File: src/rtl/lsbclr_pkg.sv
package lsbclr_pkg;

    typedef enum logic [1:0] {
        ST_IDLE   = 2'd0,
        ST_RESULT = 2'd1,
        ST_FAULT  = 2'd2
    } lsbclr_state_t;

    typedef struct packed {
        logic sf;
        logic zf;
        logic cf;
        logic of;
    } lsbclr_flags_t;

    localparam int UNDEF_W      = 2;
    localparam int UNDEF_AF_BIT = 0;
    localparam int UNDEF_PF_BIT = 1;

endpackage

File: src/rtl/lsbclr_mode_dec.sv
module lsbclr_mode_dec (
    input  logic long_mode,
    input  logic wide_sel,
    input  logic vlen,
    input  logic legacy_mode,
    output logic use_wide,
    output logic illegal
);
    // Width select is honoured only in long mode
    assign use_wide = long_mode & wide_sel;
    // Vector-length bit set, or real/virtual-8086 mode, is an undefined opcode
    assign illegal  = vlen | legacy_mode;
endmodule

File: src/rtl/lsbclr_core.sv
module lsbclr_core
    import lsbclr_pkg::*;
#(
    parameter int DATA_W   = 64,
    parameter int NARROW_W = 32
) (
    input  logic [DATA_W-1:0] src,
    input  logic              use_wide,
    output logic [DATA_W-1:0] res,
    output lsbclr_flags_t     flags
);
    localparam int UPPER_W = DATA_W - NARROW_W;
    localparam logic [DATA_W-1:0] NARROW_MASK = {{UPPER_W{1'b0}}, {NARROW_W{1'b1}}};

    logic [DATA_W-1:0] opnd;
    logic [DATA_W-1:0] opnd_m1;

    always_comb begin
        opnd    = use_wide ? src : (src & NARROW_MASK);
        opnd_m1 = opnd - {{(DATA_W-1){1'b0}}, 1'b1};
        res     = opnd & opnd_m1;
        flags.sf = use_wide ? res[DATA_W-1] : res[NARROW_W-1];
        flags.zf = (res == '0);
        flags.cf = (opnd == '0);
        flags.of = 1'b0;
    end
endmodule

File: src/rtl/lsbclr_unit.sv
module lsbclr_unit
    import lsbclr_pkg::*;
#(
    parameter int DATA_W   = 64,
    parameter int NARROW_W = 32
) (
    input  logic               clk,
    input  logic               rst,
    input  logic               in_valid,
    input  logic [DATA_W-1:0]  src,
    input  logic               long_mode,
    input  logic               wide_sel,
    input  logic               vlen,
    input  logic               legacy_mode,
    output logic               out_valid,
    output logic [DATA_W-1:0]  result,
    output logic               flag_sf,
    output logic               flag_zf,
    output logic               flag_cf,
    output logic               flag_of,
    output logic [UNDEF_W-1:0] undef_mask,
    output logic               fault
);
    localparam int UPPER_W = DATA_W - NARROW_W;

    lsbclr_state_t     state_q, state_d;
    logic              dec_wide, dec_illegal;
    logic [DATA_W-1:0] core_res;
    lsbclr_flags_t     core_flags;
    logic [DATA_W-1:0] result_q;
    lsbclr_flags_t     flags_q;
    logic [UNDEF_W-1:0] undef_q;

    lsbclr_mode_dec u_dec (
        .long_mode   (long_mode),
        .wide_sel    (wide_sel),
        .vlen        (vlen),
        .legacy_mode (legacy_mode),
        .use_wide    (dec_wide),
        .illegal     (dec_illegal)
    );

    lsbclr_core #(.DATA_W(DATA_W), .NARROW_W(NARROW_W)) u_core (
        .src      (src),
        .use_wide (dec_wide),
        .res      (core_res),
        .flags    (core_flags)
    );

    // Next-state logic
    always_comb begin
        state_d = ST_IDLE;
        unique case (state_q)
            ST_IDLE, ST_RESULT, ST_FAULT: begin
                if (in_valid)
                    state_d = dec_illegal ? ST_FAULT : ST_RESULT;
                else
                    state_d = ST_IDLE;
            end
            default: state_d = ST_IDLE;
        endcase
    end

    // State register
    always_ff @(posedge clk) begin
        if (rst) state_q <= ST_IDLE;
        else     state_q <= state_d;
    end

    // Output registers: written only by a legal request
    always_ff @(posedge clk) begin
        if (rst) begin
            result_q <= '0;
            flags_q  <= '0;
            undef_q  <= '0;
        end else if (in_valid && !dec_illegal) begin
            result_q <= core_res;
            flags_q  <= core_flags;
            undef_q  <= '0;
            undef_q[UNDEF_AF_BIT] <= 1'b1;
            undef_q[UNDEF_PF_BIT] <= 1'b1;
        end
    end

    assign out_valid  = (state_q != ST_IDLE);
    assign fault      = (state_q == ST_FAULT);
    assign result     = result_q;
    assign flag_sf    = flags_q.sf;
    assign flag_zf    = flags_q.zf;
    assign flag_cf    = flags_q.cf;
    assign flag_of    = flags_q.of;
    assign undef_mask = undef_q;

    AST_RESULT_SUBSET: assert property (@(posedge clk) disable iff (rst)
        (in_valid && !dec_illegal) |=> ((result & ~$past(src)) == '0));

    AST_CARRY_IMPLIES_ZERO: assert property (@(posedge clk) disable iff (rst)
        (out_valid && !fault && flag_cf) |-> (flag_zf && !flag_sf && result == '0));

    AST_NARROW_UPPER_CLEAR: assert property (@(posedge clk) disable iff (rst)
        (in_valid && !dec_illegal && !(long_mode && wide_sel)) |=> (result[DATA_W-1:NARROW_W] == {UPPER_W{1'b0}}));

    AST_FAULT_HOLDS_RESULT: assert property (@(posedge clk) disable iff (rst)
        (in_valid && dec_illegal) |=> ($stable(result) && $stable(flag_zf) && $stable(flag_cf) && $stable(undef_mask)));

    AST_VALID_FOLLOWS_REQUEST: assert property (@(posedge clk) disable iff (rst)
        out_valid |-> $past(in_valid));

    AST_ILLEGAL_FAULTS: assert property (@(posedge clk) disable iff (rst)
        (in_valid && (vlen || legacy_mode)) |=> (fault && out_valid));

    AST_OF_CLEAR: assert property (@(posedge clk) disable iff (rst)
        (in_valid && !dec_illegal) |=> (!flag_of && undef_mask == 2'b11));

endmodule

File: config.mk
export PLATFORM = sky130hd
export DESIGN_NAME = lsbclr_unit
export DESIGN_NICKNAME = d
export VERILOG_FILES = /design/src/rtl/lsbclr_pkg.sv /design/src/rtl/lsbclr_mode_dec.sv /design/src/rtl/lsbclr_core.sv /design/src/rtl/lsbclr_unit.sv
export SDC_FILE = /design/constraint.sdc
export NUM_CORES = 1
export LEC_CHECK = 0
export ABC_AREA = 1
export BUFFER_PORTS_ARGS = -buffer_cell sky130_fd_sc_hd__buf_2
export CORE_MARGIN = 4
export CORE_UTILIZATION = 55
export CTS_CLUSTER_DIAMETER = 150
export DETAILED_ROUTE_END_ITERATION = 16
export HOLD_SLACK_MARGIN = 0.02
export PLACE_DENSITY = 0.86
export SLEW_MARGIN = 25
export SYNTH_ARGS = -nofsm -noshare
export SYNTH_HDL_FRONTEND = slang
export SYNTH_SLANG_ARGS = --single-unit
File: constraint.sdc
create_clock -name clk -period 3.8 [get_ports clk]
set_input_delay 0.19 -clock clk [delete_from_list [all_inputs] [get_ports clk]]
set_output_delay 0.19 -clock clk [all_outputs]
set_load 0.005 [all_outputs]
==> results by stage <==
Timing:
- The total count of max-transition violations in the final report was 0.
- The worst max-slew margin expressed relative to the limit is 0.510.
- Timing would allow up to around 390 MHz.
- The post-route setup TNS is 0 ps.
- The post-route clock skew is between 0.05 and 0.06 ps.
- Setup violations remaining at the end of the flow were counted as 0.
- Hold is met by 79.6 ps.
- Setup repair after global routing left no endpoint under its margin.
- The time the final worst path needs with I/O delays and setup is 2550 ps.
- The number of endpoints with negative hold slack in the final report is 0.
- The slew at the pin with the worst max-slew slack is 735 ps.
- Once routing completed, OpenROAD measured the worst setup slack at 1250 ps.
- Dividing the final minimum period by the clock period gives 0.670.

Synth:
- In this run, synthesis produced a sequential element count of 69.
- The count of distinct cell types in the synthesized netlist is 33.
- The synthesized area per cell is slightly above 6 sq um.
- Of the synthesized area, sequential elements account for 0.312.
- Summing every instance area after synthesis gives 0.00443 sq mm.
- The synthesis warning total is 0.
- The post-synthesis cell count is 711.

Pwr:
- The standby leakage power is between 2 and 3 nW.
- The power density relative to cell area is roughly 340 mW/mm^2.
- The post-layout total power is between 1.5 and 2 mW.
- The worst supply voltage drop on vdd is 0.230 mV.

Worst setup path:
- The worst setup path is launched from a primary input.
- The largest fanout on the critical path is 89.
- For the worst setup path, the data required time is between 4000 and 5000 ps.
- The data arrival time at the worst-slack endpoint is 2830 ps.
- The type of the worst setup path is primary input to register.
- The worst setup path is captured at a register.

CTS:
- The number of hold buffers added after cts is 2.
- The CTS tree is built.
- The clock-pin slew on the worst setup and hold paths is 90 ps.
- The clock root buffer is sky130_fd_sc_hd__clkbuf_8.
- Gates resized during post-CTS repair numbered 0.
- The buffer depth of the longest clock path is 2.
- The number of clock buffers added by TritonCTS is 9.
- The clock insertion delay at the later pin of the skew report is 350 ps.
- After clock tree synthesis, the setup repair step added 0 buffers.
- The number of clock sinks is 69.
- The number of levels in the clock H-tree is 3.

Floorplanning:
- The core area is 0.00777 sq mm.
- The total number of placement rows is 32.
- The total I/O pin count is 143.
- The floorplan die width is just under 100 microns.
- The die is 97.7 microns tall.
- The area enclosed by the die boundary is 0.00955 sq mm.
- The effective utilization at floorplan is 0.570.

Drt:
- The iteration-0 DRC count of the detailed router is 380.
- Dividing the detail-routed wire length by the instance count gives 15.2 microns.
- The total wirelength of the detailed-routed design is 14400 microns.
- The length of the first detailed-routing pass in iterations is 5.
- The remaining antenna violation count after routing is 0.
- The routed via count divided by cell count is ~5.4.
- The number of vias after detailed routing is just over 5000.
- For this run, design rule violations remaining after detail routing come to 0.

Place:
- After legalization and detailed placement, the total HPWL measured 11300 microns.
- The pre-CTS setup slack is 1540 ps.
- The final estimated routing congestion in global placement is just under 1.
- The total of buffers placed on input and output ports is 140.

Outcome:
- The run finished with clean final reports.

Layout:
- Relative to the synthesized area, the layout overhead comes to 20.9%.
- The number of diodes is 0.
- The top cell types in the final layout, fill and taps aside, are sky130_fd_sc_hd__nand2_1 (161), sky130_fd_sc_hd__nor2_1 (144), sky130_fd_sc_hd__buf_2 (140).
- The net count of the finished layout is 908.
- The commonest non-fill, non-tap cell in the layout is sky130_fd_sc_hd__nand2_1.
- In the final layout, the share of cells above drive strength 1 is 0.266.

Global route:
- The global-route total usage across every layer is 0.291.
- Entering global routing, the biggest net connects 90 pins.
- The via count of the first global-routing pass was 4781.
- The remaining global-route overflow is 0.
- The initial antenna violation count came to 0.
- The global-route wire length before repair is 22900 microns.

Flow run:
- The number of violations of the max-capacitance limit is 0.

Min path:
- The class of the worst hold path is primary input to register.
==> path summary, 6_finish.rpt <==
check | startpoint | end | slack (ps) | cells past startpoint
hold reg to reg | result[31] | result[31] | 480 | 2
setup / recovery | legacy_mode | result[7] | 1250 | 8
hold / removal | rst | flag_zf | 80 | 2
setup reg to reg | state_q[0] | state_q[0] | 2560 | 4
==> stage by stage <==
step | area (sq um) | cells | utilization
after floorplan | 4430 | 712 | -
after global placement | 5100 | 926 | 0.657
after detailed placement | 5100 | 926 | 0.657
after CTS | 5350 | 944 | 0.689
after global routing | 5350 | 944 | 0.689
final | 5350 | 944 | 0.689
==> report_power, final <==
group / internal, mW / leakage (nW) / switching, mW / total (mW)
registers: 0.758 / 0.564 / 0.0180 / 0.776
logic: 0.127 / 2.11 / 0.220 / 0.346
clock network: 0.381 / 0.113 / 0.324 / 0.705
total: 1.27 / 2.79 / 0.561 / 1.83
==> cell families after synthesis <==
kind of cell / after synthesis / share of synthesized area
AOI/OAI and AO/OA: 150 / 0.182
buffers and inverters: 89 / 0.0885
DFF: 69 / 0.312
other: 1 / 0.000847
and+or+nand+nor: 402 / 0.417
==> critical path: stages <==
cell and delay [ps]:
sky130_fd_sc_hd__dlygate4sd3_1 530, sky130_fd_sc_hd__buf_2 130, sky130_fd_sc_hd__nor2_1 150, sky130_fd_sc_hd__nand2_1 320
sky130_fd_sc_hd__inv_2 450, sky130_fd_sc_hd__buf_4 650, sky130_fd_sc_hd__o21ai_0 210, sky130_fd_sc_hd__nor2_1 160
==> layout make-up <==
| class | instances | area [sq um] |
|---|---|---|
| flip-flops and latches | 69 | 1380 |
| well taps | 102 | 128 |
| repair buffers | 144 | 736 |
| multi-input cells | 554 | 2660 |
| inverters | 59 | 221 |
| fillers | 723 | 2420 |
| clock buffers | 9 | 124 |
| clock inverters | 7 | 105 |
==> layer usage <==
| metal | track usage | share of wire | vias to the layer above |
|---|---|---|---|
| met4 | 0.106 | 0.036 | 0 |
| met2 | 0.504 | 0.49 | 234 |
| met1 | 0.355 | 0.40 | 2264 |
| met5 | 0 | 0 | - |
| met3 | 0.0625 | 0.074 | 44 |
| li1 | - | - | 2537 |
==> registers in the layout, summed over array words and instances, names as in the netlist <==
name	flops
flag_sf	1
state_q	2
result	63
flag_zf	1
undef_mask	1
flag_cf	1
==> synthesized netlist by cell type (all sizes together) <==
cell / instances / share of area
nand4: 2 / 0.0028
nand3: 50 / 0.079
conb: 1 / 0.00085
dfxtp: 69 / 0.31
or4: 1 / 0.0017
nor2: 161 / 0.16
inv: 59 / 0.050
a31o: 1 / 0.0020
and2: 1 / 0.0014
or2: 3 / 0.0042
nor3: 2 / 0.0023
buf: 10 / 0.021
o21ai: 76 / 0.087
a21oi: 63 / 0.072
a31oi: 1 / 0.0014
nand2: 179 / 0.16
nand3b: 3 / 0.0051
a21boi: 1 / 0.0017
o21bai: 8 / 0.018
clkbuf: 20 / 0.017
No activity file was read; power rests on OpenSTA's default activity.
